### src/rtl/lnk_cmd_pkg.sv
package lnk_cmd_pkg;
  localparam int CMD_W   = 6;
  localparam int REG_W   = 16;
  localparam int ERR_BIT = 15;
  localparam int AVL_BIT = 14;
  localparam int CMD_LSB = 8;
  localparam int IND_W   = CMD_W;

  typedef enum logic [1:0] {
    PH_OFF = 2'd0,
    PH_OOS = 2'd1,
    PH_INS = 2'd2
  } phase_e;

  localparam logic [CMD_W-1:0] CMD_INIT    = 6'h01;
  localparam logic [CMD_W-1:0] CMD_PWR_ON  = 6'h02;
  localparam logic [CMD_W-1:0] CMD_START   = 6'h03;
  localparam logic [CMD_W-1:0] CMD_PWR_OFF = 6'h04;

  localparam logic [IND_W-1:0] IND_BASE = 6'h10;
endpackage

### src/rtl/cmd_mailbox.sv
module cmd_mailbox
  import lnk_cmd_pkg::*;
(
  input  logic             clk_i,
  input  logic             rst_ni,
  input  logic             wr_en_i,
  input  logic [REG_W-1:0] wr_data_i,
  input  logic             done_i,
  input  logic             err_set_i,
  output logic             avail_o,
  output logic [CMD_W-1:0] cmd_o,
  output logic             err_o
);
  logic             avail_q, err_q;
  logic [CMD_W-1:0] cmd_q;
  logic             load, clr;

  assign load = wr_en_i && wr_data_i[AVL_BIT] && !avail_q;
  assign clr  = wr_en_i && wr_data_i[ERR_BIT];

  always_ff @(posedge clk_i or negedge rst_ni) begin
    if (!rst_ni) begin
      avail_q <= 1'b0;
      cmd_q   <= '0;
      err_q   <= 1'b0;
    end else begin
      if (load) begin
        avail_q <= 1'b1;
        cmd_q   <= wr_data_i[CMD_LSB +: CMD_W];
      end else if (done_i) begin
        avail_q <= 1'b0;
      end
      // new conflict wins over a same-cycle clear
      if (err_set_i)  err_q <= 1'b1;
      else if (clr)   err_q <= 1'b0;
    end
  end

  assign avail_o = avail_q;
  assign cmd_o   = cmd_q;
  assign err_o   = err_q;

  AST_AVAIL_ONE_CYCLE: assert property (@(posedge clk_i) disable iff (!rst_ni)
    avail_q |=> !avail_q);
  AST_CMD_HELD: assert property (@(posedge clk_i) disable iff (!rst_ni)
    avail_q |=> $stable(cmd_q));
  AST_ERR_STICKY: assert property (@(posedge clk_i) disable iff (!rst_ni)
    (err_q && !(wr_en_i && wr_data_i[ERR_BIT])) |=> err_q);
endmodule

### src/rtl/phase_fsm.sv
module phase_fsm
  import lnk_cmd_pkg::*;
(
  input  logic             clk_i,
  input  logic             rst_ni,
  input  logic             avail_i,
  input  logic [CMD_W-1:0] cmd_i,
  output phase_e           phase_o,
  output phase_e           nxt_o,
  output logic             chg_o,
  output logic             done_o,
  output logic             err_set_o
);
  phase_e phase_q, phase_d;
  logic   init_q, init_d, ok;

  always_comb begin
    ok      = 1'b0;
    phase_d = phase_q;
    init_d  = init_q;
    if (avail_i) begin
      case (cmd_i)
        CMD_INIT:    if (phase_q == PH_OFF) begin
                       ok = 1'b1; init_d = 1'b1;
                     end
        CMD_PWR_ON:  if (phase_q == PH_OFF && init_q) begin
                       ok = 1'b1; phase_d = PH_OOS;
                     end
        CMD_START:   if (phase_q == PH_OOS) begin
                       ok = 1'b1; phase_d = PH_INS;
                     end
        CMD_PWR_OFF: if (phase_q != PH_OFF) begin
                       ok = 1'b1; phase_d = PH_OFF; init_d = 1'b0;
                     end
        default: ;
      endcase
    end
  end

  always_ff @(posedge clk_i or negedge rst_ni) begin
    if (!rst_ni) begin
      phase_q <= PH_OFF;
      init_q  <= 1'b0;
    end else begin
      phase_q <= phase_d;
      init_q  <= init_d;
    end
  end

  assign phase_o   = phase_q;
  assign nxt_o     = phase_d;
  assign chg_o     = (phase_d != phase_q);
  assign done_o    = avail_i;
  assign err_set_o = avail_i && !ok;

  AST_PHASE_LEGAL: assert property (@(posedge clk_i) disable iff (!rst_ni)
    phase_q != 2'd3);
  AST_IDLE_HOLD: assert property (@(posedge clk_i) disable iff (!rst_ni)
    !avail_i |=> $stable(phase_q));
  AST_ORDER_INIT: assert property (@(posedge clk_i) disable iff (!rst_ni)
    (phase_q == PH_OOS && $past(phase_q) == PH_OFF) |-> $past(init_q));
  AST_INIT_CLEARED: assert property (@(posedge clk_i) disable iff (!rst_ni)
    (phase_q == PH_OFF && $past(phase_q) != PH_OFF) |-> !init_q);
endmodule

### src/rtl/ind_post.sv
module ind_post
  import lnk_cmd_pkg::*;
(
  input  logic             clk_i,
  input  logic             rst_ni,
  input  logic             chg_i,
  input  phase_e           nxt_i,
  output logic [IND_W-1:0] ind_o,
  output logic             stb_o
);
  logic [IND_W-1:0] ind_q;
  logic             stb_q;

  always_ff @(posedge clk_i or negedge rst_ni) begin
    if (!rst_ni) begin
      ind_q <= '0;
      stb_q <= 1'b0;
    end else begin
      stb_q <= chg_i;
      if (chg_i) ind_q <= IND_BASE + IND_W'(nxt_i);
    end
  end

  assign ind_o = ind_q;
  assign stb_o = stb_q;
endmodule

### src/rtl/lnk_cmd_ctrl.sv
module lnk_cmd_ctrl
  import lnk_cmd_pkg::*;
(
  input  logic        clk_i,
  input  logic        rst_ni,
  input  logic        wr_en_i,
  input  logic [15:0] wr_data_i,
  output logic [15:0] reg_o,
  output logic [1:0]  phase_o,
  output logic        dma_en_o,
  output logic        tx_ones_o,
  output logic        rx_ignore_o,
  output logic [5:0]  ind_o,
  output logic        ind_stb_o
);
  localparam int PAD_W = CMD_LSB - IND_W;

  logic             avail, err, done, err_set, chg;
  logic [CMD_W-1:0] cmd;
  phase_e           phase, nxt;

  cmd_mailbox u_mbox (
    .clk_i, .rst_ni, .wr_en_i, .wr_data_i,
    .done_i(done), .err_set_i(err_set),
    .avail_o(avail), .cmd_o(cmd), .err_o(err)
  );

  phase_fsm u_fsm (
    .clk_i, .rst_ni, .avail_i(avail), .cmd_i(cmd),
    .phase_o(phase), .nxt_o(nxt), .chg_o(chg),
    .done_o(done), .err_set_o(err_set)
  );

  ind_post u_ind (
    .clk_i, .rst_ni, .chg_i(chg), .nxt_i(nxt),
    .ind_o(ind_o), .stb_o(ind_stb_o)
  );

  always_comb begin
    reg_o                        = '0;
    reg_o[ERR_BIT]               = err;
    reg_o[AVL_BIT]               = avail;
    reg_o[CMD_LSB +: CMD_W]      = cmd;
    reg_o[IND_W +: PAD_W]        = '0;
    reg_o[0 +: IND_W]            = ind_o;
  end

  assign phase_o     = phase;
  assign dma_en_o    = (phase != PH_OFF);
  assign tx_ones_o   = (phase == PH_OFF);
  assign rx_ignore_o = (phase == PH_OFF);

  AST_STB_PULSE: assert property (@(posedge clk_i) disable iff (!rst_ni)
    ind_stb_o |=> !ind_stb_o);
  AST_STB_ON_CHANGE: assert property (@(posedge clk_i) disable iff (!rst_ni)
    (phase_o != $past(phase_o)) |-> ind_stb_o);
  AST_IND_MATCHES: assert property (@(posedge clk_i) disable iff (!rst_ni)
    ind_stb_o |-> (ind_o == IND_BASE + IND_W'(phase_o)));
  AST_OFF_NO_DMA: assert property (@(posedge clk_i) disable iff (!rst_ni)
    tx_ones_o |-> (!dma_en_o && rx_ignore_o));
endmodule

### config.mk
export PLATFORM = sky130hd
export DESIGN_NAME = lnk_cmd_ctrl
export DESIGN_NICKNAME = d
export VERILOG_FILES = /design/src/rtl/lnk_cmd_pkg.sv /design/src/rtl/cmd_mailbox.sv /design/src/rtl/phase_fsm.sv /design/src/rtl/ind_post.sv /design/src/rtl/lnk_cmd_ctrl.sv
export SDC_FILE = /design/constraint.sdc
export NUM_CORES = 1
export LEC_CHECK = 0
export ABC_AREA = 1
export CAP_MARGIN = 20
export CORE_ASPECT_RATIO = 0.7
export CORE_MARGIN = 3
export CORE_UTILIZATION = 35
export CTS_CLUSTER_SIZE = 16
export DETAILED_ROUTE_END_ITERATION = 6
export PLACE_DENSITY = 0.75
export SLEW_MARGIN = 10
export SYNTH_ARGS = -nofsm -noshare
export SYNTH_HDL_FRONTEND = slang
export SYNTH_SLANG_ARGS = --single-unit
### constraint.sdc
create_clock -name clk_i -period 1.28 [get_ports clk_i]
set_input_delay 0.128 -clock clk_i [delete_from_list [all_inputs] [get_ports clk_i]]
set_output_delay 0.128 -clock clk_i [all_outputs]
set_load 0.02 [all_outputs]
==> metrics.txt, run 1 <==
CP Class reg2reg; slowest cell on the critical path dfrtp_2; Hold Violations, Final 0; Max H-tree Level 1; Synth Area in Simple Gates 33.9%; die area 3200 um2; Antenna diodes 0; Clk pin slew, worst setup/hold paths 100 ps; CTS tree yes; final net count 178; drt first pass iters 4; boundary pin count 47; via count 854; Crit Path Max Fanout 5; most common cell in the netlist nand2_1; failing checks setup timing; Tmin final 1460 ps; initial antenna violation count 0; dpl cells 180; RSZ-0062 raised after global routing true; fin crit share 114%; Avg Cell Area, Syn 8.34 um2; layout cells sized above 1 47.5%; row count 14; pwr dens 1610 nW/um2; crit path DAT 1640 ps; later-pin clock latency in the skew report 290 ps; xor and xnor area share after synthesis 0%; CP required 1470 ps; CP Launch Type register; Adder-Cell Fraction of Synth Area 0%; total grt overflow 0; first-pass GRT wire length 3660 um; Port Buffers 30; Core Region 2280 um2; Clk Tree Root Cell clkbuf_4; status complete, but fails checks; CP peak stage delay 430 ps; WL final 2330 um; Die Width 66.3 um; post-route cell area 1430 um2; crit end category register; Clock Tree Buf Depth 2; Top FF cell, synth dfrtp_1; library cells used by synthesis 21; worst path cell trace nor2_4 > nand3_2 > nand3_2 > nand2_2 > nor2_4 > nand2_2 > nand4_1 > nand2_1; post-route ant nets 0; setup violators final 9; Pins Over Slew Limit 0; delay-heaviest family, CP simple AND/OR/NAND/NOR gates; post-route insts no fill 190; Synth Cell Area 892 um2; drc violations 0; share of the synthesized area in compound gates (AO/OA/AOI/OAI) 6.73%; worst path bufs/invs 0; Filler Cell Count 218; pin count of the biggest net entering global routing 16; die height 48.2 um; Area Growth Syn to Fin 60.0%; CTS Buf Count 3; Final Util 62.7%; Max-Cap Viols 0; final worst setup slack -175 ps; DRT iter0 DRCs 20; Post-synth top cells nand2_1, dfrtp_1, buf_4; Synth area leader dfrtp_1; #FFs+latches synth 15; hpwl dp 1760 um; multiplexer share of the synthesized area 0%; GP Congestion 0.855; post-synth top area share 42.1%; Initial Utilization 39.2%; placed cell areas 1320 um2; maximum vdd drop 587 uV; GRT Overall Usage 15.3%; wire length per cell 12.3 um; Fmax achieved 0.687 GHz; largest family of logic cells by synthesized area simple AND/OR/NAND/NOR gates; Post-synth EDFFs 0; Leakage 0.000725 uW; Gate Count Post-Synth 107; vias per cell 4.49; Ys Warns 0; ys async rst share 100%; Worst Hold Class in2async; top cells by area, synth dfrtp_1, buf_4, nand2_1; Setup Skew 3.37 ps; Seq/Total Area, Yosys 42.1%; clk sinks 15; vias in the first global route 843
[kinds of logic after synthesis]
kind of cell           count (synthesis)
AOI/OAI and AO/OA                     10
buffers and inverters                 26
DFF                                   15
other                                  1
and+or+nand+nor                       55
[layout by cell type, fill, tap and decap left out, types with 2 or more instances in the layout]
cell type / count
nor2_2: 3
a21oi_1: 2
nor2_1: 2
buf_2: 2
clkdlybuf4s50_1: 10
nand2_1: 26
inv_1: 7
clkdlybuf4s15_2: 2
o21ai_0: 3
inv_2: 4
dfrtp_1: 6
buf_6: 6
buf_4: 22
nand2_2: 3
clkbuf_4: 3
conb_1: 8
nand3_2: 5
clkbuf_2: 2
dlygate4sd2_1: 10
nand4_1: 5
nor2_4: 5
dfrtp_2: 9
[routing by layer]
metal	part of all wire (%)	wire, um	track usage [%]	vias up
met4	0.60	14	2.43	0
met5	0	0	0	-
met1	43	1000	18.0	393
met3	6.9	160	5.30	4
li1	-	-	-	427
met2	50	1160	28.2	30
[registers in the layout, summed over array words and instances (netlist names)]
name and count:
u_fsm.init_q 1, u_mbox.cmd_o 6, u_mbox.avail_o 1, u_fsm.phase_o 2, u_ind.ind_o 3, u_mbox.err_o 1, u_ind.stb_o 1
[report_power, final]
| group | total, uW | internal (uW) | leakage [uW] | switching (uW) |
|---|---|---|---|---|
| registers | 697 | 588 | 0.000178 | 109 |
| clock network | 288 | 121 | 0.0000150 | 167 |
| logic | 1320 | 616 | 0.000532 | 703 |
| total | 2300 | 1330 | 0.000725 | 979 |
[worst reg2reg max path, delay by kind of cell (launching register included)]
kind          cells  cell delay, ps
simple gates      8             920
flops             1             430
[layout make-up]
cell class / count / area, um2 / area share (%)
clock buffer: 4 / 26.3 / 1.84
inverter: 12 / 47.5 / 3.33
multi-input combinational: 73 / 464 / 32.5
sequential: 15 / 387 / 27.1
tap: 32 / 40.0 / 2.80
timing repair buffer: 54 / 463 / 32.4
[through the flow]
step / setup TNS [ps] / hold WS [ps] / total power [uW] / worst slack [ps]
2_1_floorplan: -259 / -168 / 1350 / -77.7
3_3_place_gp: -361 / 460 / 1870 / -75.5
3_5_place_dp: -545 / 460 / 1900 / -117
4_1_cts: -593 / 147 / 2110 / -146
5_1_grt: -1990 / 150 / 2450 / -280
6_report: -827 / 137 / 2300 / -175
[repair_timing]
action	in CTS	in global routing
pin swaps	1	9
setup endpoints to repair	26	22
hold buffers	0	0
resized for setup	46	26
buffers inserted	1	6
[worst paths after layout]
check | from | endpoint | slack [ps] | cells after the start
min in group clk_i | wr_data_i[13] | u_mbox.cmd_o[5]$_DFFE_PN0P_ | 360 | 3
worst max-delay path | u_mbox.cmd_o[4]$_DFFE_PN0P_ | u_ind.ind_o[1]$_DFFE_PN0P_ | -180 | 8
worst min-delay path | rst_ni | u_ind.ind_o[0]$_DFFE_PN0P_ | 140 | 2
max in group asynchronous | rst_ni | u_mbox.cmd_o[1]$_DFFE_PN0P_ | 940 | 2
worst min register to register | u_mbox.err_o$_DFFE_PN0P_ | u_mbox.err_o$_DFFE_PN0P_ | 500 | 2
worst max register to register | u_mbox.cmd_o[4]$_DFFE_PN0P_ | u_ind.ind_o[1]$_DFFE_PN0P_ | -180 | 8
No activity file was read; power rests on OpenSTA's default activity.
==> inputs of run 2 (changes only) <==
- CORE_UTILIZATION: 35 -> 38
- PLACE_DENSITY: 0.75 -> 0.78
- clock period: 1.28 -> 1.39 ns (I/O delays scaled with it)
==> metrics.txt, run 2 (synthesized netlist as in run 1, its figures left out) <==
status complete, but fails checks; failing checks setup timing; vias per cell 4.60; Core Region 2190 um2; Tmin final 1410 ps; Clk pin slew, worst setup/hold paths 100 ps; Max H-tree Level 1; final net count 167; total grt overflow 0; Antenna diodes 0; Largest register FFs 6; clk sinks 15; Clock Tree Buf Depth 2; layout cells sized above 1 36.1%; setup violators final 2; Cell Int Power 1030 uW; vias in the first global route 796; die height 46.5 um; initial antenna violation count 0; crit end category register; placed cell areas 1220 um2; Clk pwr share 13.9%; dpl cells 170; via count 824; Switching Fraction 45.3%; Initial Utilization 40.7%; Leakage 0.000677 uW; post-route cell area 1310 um2; Setup Skew 2.04 ps; CTS Buf Count 3; Fmax achieved 0.708 GHz; Final Util 59.8%; Seq pwr share 33.4%; Max-Cap Viols 0; RSZ-0062 raised after global routing true; DRT iter0 DRCs 19; post-route ant nets 0; die area 2970 um2; Port Buffers 30; boundary pin count 47; CP Class reg2reg; Psw 853 uW; Die Width 63.9 um; WL final 2200 um; fin crit share 102%; CTS tree yes; row count 14; Hold Violations, Final 0; crit path DAT 1600 ps; combinational share of power 52.7%; pwr dens 1440 nW/um2; Area Growth Syn to Fin 46.7%; commonest non-fill, non-tap cell in the layout nand2_1; GRT Overall Usage 15.6%; commonest cells after routing, fill and taps aside nand2_1, dlygate4sd2_1, buf_4; wire length per cell 12.3 um; drc violations 0; maximum vdd drop 665 uV; Pins Over Slew Limit 0; Clk Tree Root Cell clkbuf_4; Crit Path Max Fanout 5; CP required 1580 ps; GP Congestion 0.889; later-pin clock latency in the skew report 290 ps; drt first pass iters 4; Worst Hold Class in2async; post-route insts no fill 179; final worst setup slack -22.9 ps; first-pass GRT wire length 3460 um; hpwl dp 1650 um; CP Launch Type register; pin count of the biggest net entering global routing 16
[run 2: changes by cell type in the layout (fill, tap and decap cells not counted), moves of 2 or more]
cell / change
buf_2: -2
buf_4: -9
buf_6: -6
clkbuf_2: +2
clkdlybuf4s15_2: -2
dfrtp_1: +4
dfrtp_2: -4
dlygate4sd2_1: +5
nor2_2: -2
[run 2: metrics by stage]
step                TNS, ps  hold slack [ps]  worst slack [ps]  power, uW
floorplan                 0             -157              7.68       1230
global placement          0              471              26.2       1650
detailed placement   -0.981              470            -0.584       1680
CTS                   -23.7              148             -18.1       1860
global route           -527              153              -108       1990
finish                -43.6              150             -22.9       1880
[run 2: path summary, 6_finish.rpt]
path	cells past startpoint	end	startpoint	slack, ps
max	8	u_ind.ind_o[0]$_DFFE_PN0P_	u_mbox.cmd_o[4]$_DFFE_PN0P_	-20
min	2	u_ind.ind_o[1]$_DFFE_PN0P_	rst_ni	150
max reg2reg	8	u_ind.ind_o[0]$_DFFE_PN0P_	u_mbox.cmd_o[4]$_DFFE_PN0P_	-20
min reg2reg	2	u_mbox.err_o$_DFFE_PN0P_	u_mbox.err_o$_DFFE_PN0P_	500
max in group asynchronous	2	u_mbox.cmd_o[1]$_DFFE_PN0P_	rst_ni	1050
min in group clk_i	3	u_mbox.cmd_o[4]$_DFFE_PN0P_	wr_data_i[12]	380
[run 2: timing repair]
| action | CTS | global route |
|---|---|---|
| pin swaps | 2 | 11 |
| endpoints found under the setup margin | 21 | 10 |
| gates resized for setup | 26 | 17 |
| buffers inserted | 2 | 3 |
| hold buffers | 0 | 0 |
[run 2: worst max-delay path: stages (launching register included)]
cell and delay, ps:
dfrtp_1 420, nor2_4 220, nand3_2 140, nand3_2 120, nand2_2 80, nor2_4 110
nand2_2 80, nand4_1 90, nand2_1 50
[run 2: final cells by class]
| class | instances | area (um2) |
|---|---|---|
| clock inverters | 1 | 5.00 |
| well taps | 32 | 40.0 |
| repair buffers | 43 | 359 |
| fillers | 220 | 881 |
| flip-flops and latches | 15 | 382 |
| multi-input cells | 73 | 455 |
| clock buffers | 3 | 22.5 |
| inverters | 12 | 45.0 |
[run 2: power groups by stage]
stage	logic, uW	clock network (uW)	registers, uW
finish	992	261	629
global route	1070	277	647
CTS	965	269	623
detailed placement	1040	0	637
global placement	1020	0	634
floorplan	490	0	741
[run 2: layer usage]
metal	track usage, %	wire length, um
met5	0	0
met2	27.1	1040
met1	18.3	983
met4	5.15	10
met3	5.61	164
==> inputs of run 3 (changes only) <==
- CAP_MARGIN: 20 -> not set
- HOLD_SLACK_MARGIN: not set -> 0.15
==> metrics.txt, run 3 (synthesized netlist as in run 1, its figures left out) <==
drc violations 0; Clock Tree Buf Depth 2; vias in the first global route 800; die height 46.5 um; boundary pin count 47; setup violators final 2; CTS tree yes; Power, Total 1890 uW; fin crit share 102%; first-pass GRT wire length 3470 um; maximum vdd drop 669 uV; setup tns final -49.4 ps; Clk Tree Root Cell clkbuf_4; Clk pin slew, worst setup/hold paths 100 ps; Core Region 2190 um2; Largest register FFs 6; worst path bufs/invs 0; crit path DAT 1600 ps; vias per cell 4.53; CP required 1580 ps; Port Buffers 30; CP Capture Point u_ind.ind_o[0]$_DFFE_PN0P_; Fmax achieved 0.706 GHz; status complete, but fails checks; delay-heaviest family, CP simple AND/OR/NAND/NOR gates; Setup Skew 3.61 ps; CP startpoint u_mbox.cmd_o[4]$_DFFE_PN0P_; crit end category register; reg2reg start u_mbox.cmd_o[4]$_DFFE_PN0P_; slowest cell on the critical path dfrtp_1; R2R setup slack -30 ps; Max H-tree Level 1; pwr dens 1430 nW/um2; CP Launch Type register; GP Congestion 0.889; row count 14; initial antenna violation count 0; post-route ant nets 0; hpwl dp 1650 um; wire length per cell 12.3 um; final net count 168; later-pin clock latency in the skew report 290 ps; layout cells sized above 1 35.8%; Worst Hold Class in2reg; CTS Buf Count 3; commonest cells after routing, fill and taps aside nand2_1, dlygate4sd2_1, buf_4; CP peak stage delay 420 ps; WP depth 8; GRT Overall Usage 15.7%; total grt overflow 0; Max-Cap Viols 0; RR Endpoint u_ind.ind_o[0]$_DFFE_PN0P_; commonest non-fill, non-tap cell in the layout nand2_1; Hold Violations, Final 0; Die Width 63.9 um; DRT iter0 DRCs 28; worst path cell trace nor2_4 > nand3_2 > nand3_2 > nand2_2 > nor2_4 > nand2_2 > nand4_1 > nand2_1; die area 2970 um2; Area Growth Syn to Fin 47.8%; pin count of the biggest net entering global routing 16; CP Class reg2reg; failing checks setup timing; via count 816; Leakage 0.000681 uW; Tmin final 1420 ps; Initial Utilization 40.7%; R2R depth 8; drt first pass iters 4; Pins Over Slew Limit 0; clk sinks 15; Antenna diodes 0; RSZ-0062 raised after global routing true; Crit Path Max Fanout 5; final worst setup slack -26.8 ps; WL final 2220 um
==> run 3: per-stage QoR <==
stage | utilization, % | hold slack [ps] | cells | instance area (um2) | setup WS, ps
finish | 60.2 | 375 | 180 | 1320 | -26.8
global route | 60.2 | 389 | 180 | 1320 | -108
CTS | 58.2 | 375 | 177 | 1270 | -18.1
detailed placement | 55.9 | 470 | 170 | 1220 | -0.584
global placement | 55.9 | 471 | 170 | 1220 | 26.2
floorplan | - | -157 | 114 | 930 | 7.68
==> run 3: worst min-delay path by stage <==
stage | from | to | slack [ps] | depth (start not counted)
after detailed placement | rst_ni | u_ind.stb_o$_DFF_PN0_ | 470 | 2
after floorplan | rst_ni | u_fsm.init_q$_DFFE_PN0P_ | -160 | 0
final | wr_data_i[12] | u_mbox.cmd_o[4]$_DFFE_PN0P_ | 380 | 3
after CTS | wr_data_i[12] | u_mbox.cmd_o[4]$_DFFE_PN0P_ | 380 | 3
after global routing | wr_data_i[13] | u_mbox.cmd_o[5]$_DFFE_PN0P_ | 390 | 3
after global placement | rst_ni | u_ind.stb_o$_DFF_PN0_ | 470 | 2
==> run 3: routing by layer <==
layer	vias to the layer above	routed length, um	global-route usage, %
met5	-	0	0
met4	0	10	5.15
met3	2	167	5.61
met2	31	1040	27.1
met1	377	994	18.5
li1	406	-	-
==> run 3: what timing repair did <==
item | in CTS | in global routing
hold endpoints to repair | 9 | 0
hold buffers | 1 | 0
gates cloned | 0 | 0
pin swaps | 2 | 11
gates resized for setup | 26 | 17
endpoints found under the setup margin | 21 | 10
buffers inserted | 2 | 3
==> run 3: report_power, final <==
part	leakage, uW	internal (uW)	switching, uW	total [uW]
registers	0.000183	537	91.6	629
logic	0.000481	387	610	997
clock network	0.0000177	107	155	262
==> run 3: final cells by class <==
| type | instances | area [um2] |
|---|---|---|
| Tap cell | 32 | 40.0 |
| Fill cell | 218 | 871 |
| Clock buffer | 3 | 22.5 |
| Multi-Input combinational cell | 73 | 455 |
| Inverter | 12 | 45.0 |
| Sequential cell | 15 | 382 |
| Timing Repair Buffer | 44 | 369 |
| Clock inverter | 1 | 5.00 |
==> run 3: tightest hold or removal path, stage by stage <==
cell	delay, ps
clkdlybuf4s50_1	390
nand2_1	70
nand2_1	40
